### src/rtl/osf_pkg.sv
package osf_pkg;
  // Position of the flag bits inside a DW-bit status byte.
  function automatic int poll_pos(input int dw);
    return dw - 1;
  endfunction

  function automatic int tog_pos(input int dw);
    return dw - 2;
  endfunction
endpackage

### src/rtl/osf_target_match.sv
module osf_target_match #(
  parameter int AW = 8
) (
  input  logic          op_busy,
  input  logic          op_suspended,
  input  logic          op_is_erase,
  input  logic [AW-1:0] tgt_addr,
  input  logic [AW-1:0] rd_addr,
  output logic          status_sel,
  output logic          tog_adv_ok
);
  logic addr_hit;

  always_comb begin
    addr_hit   = (rd_addr == tgt_addr);
    status_sel = 1'b0;
    if (op_busy) begin
      if (op_is_erase) begin
        status_sel = !op_suspended;
      end else begin
        status_sel = addr_hit;
      end
    end
    tog_adv_ok = status_sel && !op_suspended;
  end
endmodule

### src/rtl/osf_toggle_gen.sv
module osf_toggle_gen (
  input  logic clk,
  input  logic rst_n,
  input  logic rd_stb,
  input  logic adv_ok,
  output logic tog
);
  logic tog_q, tog_d, tog_en;

  always_comb begin
    tog_en = rd_stb && adv_ok;
    tog_d  = ~tog_q;
  end

  always_ff @(posedge clk or negedge rst_n) begin
    if (!rst_n) begin
      tog_q <= 1'b0;
    end else if (tog_en) begin
      tog_q <= tog_d;
    end
  end

  assign tog = tog_q;
endmodule

### src/rtl/osf_read_mux.sv
module osf_read_mux #(
  parameter int DW = 8
) (
  input  logic          clk,
  input  logic          rst_n,
  input  logic          rd_stb,
  input  logic          status_sel,
  input  logic          op_is_erase,
  input  logic          tog,
  input  logic [DW-1:0] wr_data,
  input  logic [DW-1:0] arr_data,
  output logic [DW-1:0] rd_data,
  output logic          rd_valid
);
  import osf_pkg::*;
  localparam int PB = poll_pos(DW);
  localparam int TB = tog_pos(DW);

  logic [DW-1:0] stat_byte, data_d, data_q;
  logic          valid_q;

  always_comb begin
    stat_byte     = '0;
    stat_byte[PB] = op_is_erase ? 1'b0 : ~wr_data[PB];
    stat_byte[TB] = tog;
    data_d        = status_sel ? stat_byte : arr_data;
  end

  always_ff @(posedge clk or negedge rst_n) begin
    if (!rst_n) begin
      data_q  <= '0;
      valid_q <= 1'b0;
    end else begin
      valid_q <= rd_stb;
      if (rd_stb) begin
        data_q <= data_d;
      end
    end
  end

  assign rd_data  = data_q;
  assign rd_valid = valid_q;
endmodule

### src/rtl/op_status_flags.sv
module op_status_flags #(
  parameter int AW = 8,
  parameter int DW = 8
) (
  input  logic          clk,
  input  logic          rst_n,
  input  logic          op_busy,
  input  logic          op_suspended,
  input  logic          op_is_erase,
  input  logic [AW-1:0] tgt_addr,
  input  logic [DW-1:0] wr_data,
  input  logic          rd_stb,
  input  logic [AW-1:0] rd_addr,
  input  logic [DW-1:0] arr_data,
  output logic [DW-1:0] rd_data,
  output logic          rd_valid,
  output logic          ready
);
  logic status_sel, tog_adv_ok, tog;
  logic ready_d, ready_q;

  osf_target_match #(.AW(AW)) u_match (
    .op_busy(op_busy), .op_suspended(op_suspended), .op_is_erase(op_is_erase),
    .tgt_addr(tgt_addr), .rd_addr(rd_addr),
    .status_sel(status_sel), .tog_adv_ok(tog_adv_ok)
  );

  osf_toggle_gen u_tog (
    .clk(clk), .rst_n(rst_n), .rd_stb(rd_stb), .adv_ok(tog_adv_ok), .tog(tog)
  );

  osf_read_mux #(.DW(DW)) u_mux (
    .clk(clk), .rst_n(rst_n), .rd_stb(rd_stb), .status_sel(status_sel),
    .op_is_erase(op_is_erase), .tog(tog), .wr_data(wr_data),
    .arr_data(arr_data), .rd_data(rd_data), .rd_valid(rd_valid)
  );

  always_comb begin
    ready_d = !(op_busy && !op_suspended);
  end

  always_ff @(posedge clk or negedge rst_n) begin
    if (!rst_n) begin
      ready_q <= 1'b1;
    end else begin
      ready_q <= ready_d;
    end
  end

  assign ready = ready_q;
endmodule

### config.mk
export PLATFORM = sky130hd
export DESIGN_NAME = op_status_flags
export DESIGN_NICKNAME = d
export VERILOG_FILES = /design/src/rtl/osf_pkg.sv /design/src/rtl/osf_target_match.sv /design/src/rtl/osf_toggle_gen.sv /design/src/rtl/osf_read_mux.sv /design/src/rtl/op_status_flags.sv
export SDC_FILE = /design/constraint.sdc
export NUM_CORES = 1
export LEC_CHECK = 0
export BUFFER_PORTS_ARGS = -buffer_cell sky130_fd_sc_hd__clkbuf_2
export CAP_MARGIN = 20
export CORE_ASPECT_RATIO = 0.75
export CORE_MARGIN = 2
export CORE_UTILIZATION = 39
export DETAILED_ROUTE_END_ITERATION = 12
export PLACE_DENSITY_LB_ADDON = 0.12
export REMOVE_ABC_BUFFERS = 1
export SYNTH_ARGS = -nofsm -noshare
export SYNTH_HDL_FRONTEND = slang
export SYNTH_SLANG_ARGS = --single-unit
export TNS_END_PERCENT = 5
### constraint.sdc
create_clock -name clk -period 1.4 [get_ports clk]
set_input_delay 0.28 -clock clk [delete_from_list [all_inputs] [get_ports clk]]
set_output_delay 0.28 -clock clk [all_outputs]
set_load 0.02 [all_outputs]
Word-level counts from Yosys, hierarchy flattened
Cells that the tools add are included.
{"block": "op_classes", "n_eq_ne": 1, "n_mux": 4, "bitwise": 2, "n_reduce_logical": 5}
{"cell": "$eq 8x8->1", "count": 1}
{"cell": "$mux 8", "count": 1}
{"cell": "$logic_and 1x1->1", "count": 3}
{"cell": "$mux 1", "count": 3}
{"cell": "$logic_not 1->1", "count": 2}
{"cell": "$not 1->1", "count": 2}
{"block": "word_totals", "register_bits": 11, "inputBits": 38, "output_inout_bits": 10, "elab_cells": 16}

Logic depth before layout (Yosys ltp)
{"block": "logic_depth", "depth_word": 5, "depth_mapped": 5, "mapped_depth_nobuf": 4}

Modules after synthesis
A second synthesis with hierarchy kept.
{"block": "unflattened", "hier_cells": 55, "area_unflattened_um2": 561.8}
{"module": "osf_read_mux", "instances": 1, "cells_per_inst": 35, "area_per_inst_um2": 380.4}
{"module": "osf_target_match", "instances": 1, "cells_per_inst": 15, "area_per_inst_um2": 111.4}
{"module": "osf_toggle_gen", "instances": 1, "cells_per_inst": 3, "area_per_inst_um2": 37.5}
{"module": "op_status_flags", "instances": 1, "cells_per_inst": 2, "area_per_inst_um2": 32.5}

Least setup slack after synthesis
Ideal clock, no wire load.
{"block": "synth_path", "path_type": "register to register", "startpoint": "register, netlist name u_mux.rd_data[7]", "endpoint": "register u_mux.data_q[7] (netlist: u_mux.rd_data[7])", "setup_time_ns": 0.069, "arrival_time_ns": 1.331, "t_required_ns": 1.331, "setup_slack_ns": 0.000, "stages_incl_launch_ff": 5, "cell_sequence": "dfrtp_1 nor2_1 or4b_1 or3_1 nand3_1"}
{"item": "to (signal assigned)", "line_no": "osf_read_mux.sv:36", "rtl": "data_q <= data_d;"}
{"item": "to (decl)", "line_no": "osf_read_mux.sv:19", "rtl": "logic [DW-1:0] stat_byte, data_d, data_q;"}

==> impl_metrics.prom <==
# TYPE chip_impl_metric gauge
chip_impl_metric{name="postSynth.asyncResetShare",unit=""} 1.00
chip_impl_metric{name="max_freq",unit="MHz"} 743
chip_impl_metric{name="global_route.usage.met2",unit=""} 0.272
chip_impl_metric{name="placed_cells",unit=""} 134
chip_impl_metric{name="clkLatencyLatePin",unit="ns"} 0.26
chip_impl_metric{name="grt_start_max_net_pins",unit=""} 12
chip_impl_metric{name="worst-slew-pin-transition",unit="ns"} 0.322
chip_impl_metric{name="design.die.area",unit="mm2"} 0.00209
chip_impl_metric{name="fin_skew",unit="ns"} 0.00241
chip_impl_metric{name="clock-sinks",unit=""} 11
chip_impl_metric{name="swShare",unit=""} 0.302
chip_impl_metric{name="utilization_after_layout",unit=""} 0.604
chip_impl_metric{name="cts_max_level",unit=""} 1
chip_impl_metric{name="place.gp.congestion",unit=""} 0.778
chip_impl_info{name="dominantRegCellSynth",value="sky130_fd_sc_hd__dfrtp_1"} 1
chip_impl_metric{name="dp.final_hpwl",unit="mm"} 1.33
chip_impl_metric{name="antenna_found_initial",unit=""} 0
chip_impl_metric{name="final_critical_path_required_period",unit="ns"} 1.35
chip_impl_metric{name="synth.distinct_cells",unit=""} 28
chip_impl_metric{name="hold-worst-slack",unit="ns"} 0.289
chip_impl_metric{name="syn_inst",unit=""} 64
chip_impl_metric{name="pwr-share-clk",unit=""} 0.249
chip_impl_metric{name="globalRouteMet3Util",unit=""} 0.0672
chip_impl_info{name="ys_top_cells_by_area",value="sky130_fd_sc_hd__dfrtp_1 37%, sky130_fd_sc_hd__mux2i_1 12%, sky130_fd_sc_hd__xnor2_2 7.2%, sky130_fd_sc_hd__xnor2_1 6.5%, sky130_fd_sc_hd__a21oi_1 5.2%"} 1
chip_impl_metric{name="global_route.overflow_total",unit=""} 0
chip_impl_metric{name="ir_worst_vdd",unit="uV"} 462
chip_impl_metric{name="netSwitchingPower",unit="W"} 0.000257
chip_impl_metric{name="cts-root-to-sink-buffers",unit=""} 2
chip_impl_metric{name="initial_core_util",unit=""} 0.401
chip_impl_metric{name="average_cell_area_after_synthesis",unit="um2"} 10.6
chip_impl_metric{name="layout-drive-gt1-share",unit=""} 0.525
chip_impl_metric{name="route.detailed.wl_per_inst",unit="um"} 11.2
chip_impl_metric{name="cap_viol_max_count",unit=""} 0
chip_impl_metric{name="drc_errors",unit=""} 0
chip_impl_metric{name="cts_made_buffers",unit=""} 3
chip_impl_metric{name="placement.io_buffers",unit=""} 40
chip_impl_metric{name="dp_slack",unit="ns"} -0.0341
chip_impl_info{name="setup_repair_after_global_routing_missed_its_margin",value="yes"} 1
chip_impl_info{name="worst-setup-path-type",value="register to register"} 1
chip_impl_metric{name="relSlewSlack",unit=""} 0.785
chip_impl_metric{name="die_height",unit="um"} 40.1
chip_impl_metric{name="firstDrtPassIters",unit=""} 4
chip_impl_metric{name="ys_seq_area_frac",unit=""} 0.408
chip_impl_info{name="hold_path.class",value="input port to register"} 1
chip_impl_info{name="cts_tree",value="yes"} 1
chip_impl_metric{name="combPwrFrac",unit=""} 0.315
chip_impl_info{name="gr-max-usage-layer",value="met2"} 1
chip_impl_info{name="synth_common_cells",value="10 x sky130_fd_sc_hd__dfrtp_1, 8 x sky130_fd_sc_hd__mux2i_1, 7 x sky130_fd_sc_hd__a21oi_1, 5 x sky130_fd_sc_hd__nor2_1, 5 x sky130_fd_sc_hd__xnor2_1"} 1
chip_impl_metric{name="antenna-diode-count",unit=""} 0
chip_impl_metric{name="post_detailed_placement_cell_area",unit="um2"} 970
chip_impl_metric{name="die_w",unit="um"} 52.2
chip_impl_metric{name="yosysWarnings",unit=""} 0
chip_impl_metric{name="core-area",unit="mm2"} 0.00169
chip_impl_metric{name="power.density_cell_area",unit="mW/mm2"} 833
chip_impl_metric{name="post-route-period-util",unit=""} 0.961
chip_impl_metric{name="power_frac_seq",unit=""} 0.436
chip_impl_info{name="post-synth-top-count-cell",value="sky130_fd_sc_hd__dfrtp_1"} 1
chip_impl_metric{name="area.growth.synth_to_final",unit="%"} 50.6
chip_impl_metric{name="finalWorstSetupSlack",unit="ns"} 0.0540
chip_impl_metric{name="timing.critical_path.required",unit="ns"} 1.61
chip_impl_metric{name="hold_viol",unit=""} 0
chip_impl_metric{name="routed_wirelength",unit="mm"} 1.57
chip_impl_metric{name="finalSetupViolations",unit=""} 0
chip_impl_metric{name="synth_top_cell_area_share",unit=""} 0.369
chip_impl_metric{name="synth_edf_count",unit=""} 0
chip_impl_info{name="root_buffer",value="sky130_fd_sc_hd__clkbuf_4"} 1
chip_impl_metric{name="ios",unit=""} 48
chip_impl_metric{name="final_nets",unit=""} 157
chip_impl_metric{name="worst_ep_arrival_time",unit="ns"} 1.55
chip_impl_metric{name="routed_via_density",unit=""} 4.76
chip_impl_metric{name="grt_util_met1",unit=""} 0.216
chip_impl_metric{name="first_pass_grt_wire_length",unit="mm"} 2.46
chip_impl_metric{name="via_count",unit=""} 666
chip_impl_metric{name="ant_nets",unit=""} 0
chip_impl_metric{name="grt_pass1_vias",unit=""} 595
chip_impl_metric{name="finish.cell_count_without_fillers",unit=""} 140
chip_impl_metric{name="clk_pin_slew",unit="ns"} 0.07
chip_impl_info{name="synth.largest_area_cell",value="sky130_fd_sc_hd__dfrtp_1"} 1
chip_impl_info{name="critical_path_startpoint_category",value="register"} 1
chip_impl_metric{name="p_leak",unit="nW"} 0.523
chip_impl_info{name="cp-end-kind",value="register"} 1
chip_impl_metric{name="placementRows",unit=""} 13
chip_impl_metric{name="worstPathMaxFanout",unit=""} 3
chip_impl_metric{name="fin_area",unit="mm2"} 0.00102
chip_impl_metric{name="flip_flop_and_latch_count_after_synthesis",unit=""} 11
chip_impl_metric{name="mappedNetlistArea",unit="um2"} 678
chip_impl_metric{name="number_of_violations_reported_at_the_end_of_detailed_routing_iteration_0",unit=""} 7
chip_impl_metric{name="slew_violations",unit=""} 0
chip_impl_info{name="outcome",value="complete, no violations"} 1
chip_impl_metric{name="internal-power",unit="W"} 0.000594
chip_impl_metric{name="globalRouteTotalUtil",unit=""} 0.166
## registers in the layout (all words and copies together), names as in the netlist
signal          count
ready               1
u_mux.rd_data       8
u_tog.tog           1
u_mux.rd_valid      1
## layout make-up
cell class              count  area (um2)
fillers                   178         671
multi-input cells          50         394
repair buffers             52         293
flip-flops and latches     11         277
well taps                  22        27.5
clock buffers               4        26.3
inverters                   1        3.75
## placed cells by master, fill, tap and decap left out, types with 2 or more instances in the layout
cell and instances:
sky130_fd_sc_hd__clkbuf_2 40, sky130_fd_sc_hd__buf_4 11, sky130_fd_sc_hd__dfrtp_1 10, sky130_fd_sc_hd__mux2i_1 8, sky130_fd_sc_hd__a21oi_1 7, sky130_fd_sc_hd__xnor2_1 5
sky130_fd_sc_hd__nor2_1 4, sky130_fd_sc_hd__xnor2_2 3, sky130_fd_sc_hd__clkbuf_4 3, sky130_fd_sc_hd__nand4_2 2, sky130_fd_sc_hd__or4_1 2, sky130_fd_sc_hd__nand2_1 2
## path summary, 6_finish.rpt
path                             startpoint               end  slack [ns]  cells after the start
setup / recovery           u_mux.rd_data[7]  u_mux.rd_data[7]        0.05                      4
hold / removal                  arr_data[7]  u_mux.rd_data[7]        0.29                      3
setup reg to reg           u_mux.rd_data[7]  u_mux.rd_data[7]        0.05                      4
hold reg to reg            u_mux.rd_data[6]  u_mux.rd_data[6]        0.51                      2
max in group asynchronous             rst_n             ready        0.71                      2
min in group asynchronous             rst_n  u_mux.rd_data[7]        0.42                      2
## routing by layer
layer	vias up	wire [um]
met5	-	0
li1	339	-
met2	15	756
met1	312	757
met3	0	54
met4	0	0
## power by group through the flow
stage / Clock [W] / Combinational [W] / Sequential, W
2_1_floorplan: 0 / 0.0000941 / 0.000412
5_1_grt: 0.000245 / 0.000295 / 0.000375
6_report: 0.000212 / 0.000268 / 0.000371
4_1_cts: 0.000222 / 0.000264 / 0.000370
3_5_place_dp: 0 / 0.000261 / 0.000376
3_3_place_gp: 0 / 0.000257 / 0.000374
## what timing repair did
action,4_1_cts,5_1_grt
buffers inserted,0,1
resized for setup,0,2
setup endpoints to repair,0,1
endpoints found under the hold margin,10,0
hold buffers,1,0
## stage by stage
stage          setup TNS [ns]  power (W)
2_1_floorplan               0   0.000506
3_3_place_gp          -0.0110   0.000631
3_5_place_dp          -0.0589   0.000637
4_1_cts                     0   0.000856
5_1_grt               -0.0270   0.000915
6_report                    0   0.000850
## critical path, stage by stage, from the launching register on
cell	delay, ns
sky130_fd_sc_hd__dfrtp_1	0.38
sky130_fd_sc_hd__nor2_2	0.05
sky130_fd_sc_hd__or4b_1	0.45
sky130_fd_sc_hd__or3_1	0.33
sky130_fd_sc_hd__nand3_2	0.08
## cell families after synthesis
logic type | Yosys count | synth area share
simple gates | 21 | 0.199
compound gates | 13 | 0.116
flops | 11 | 0.408
xor+xnor | 8 | 0.137
mux | 8 | 0.118
buf+inv | 3 | 0.0221
Power figures use the tool's default switching activity.
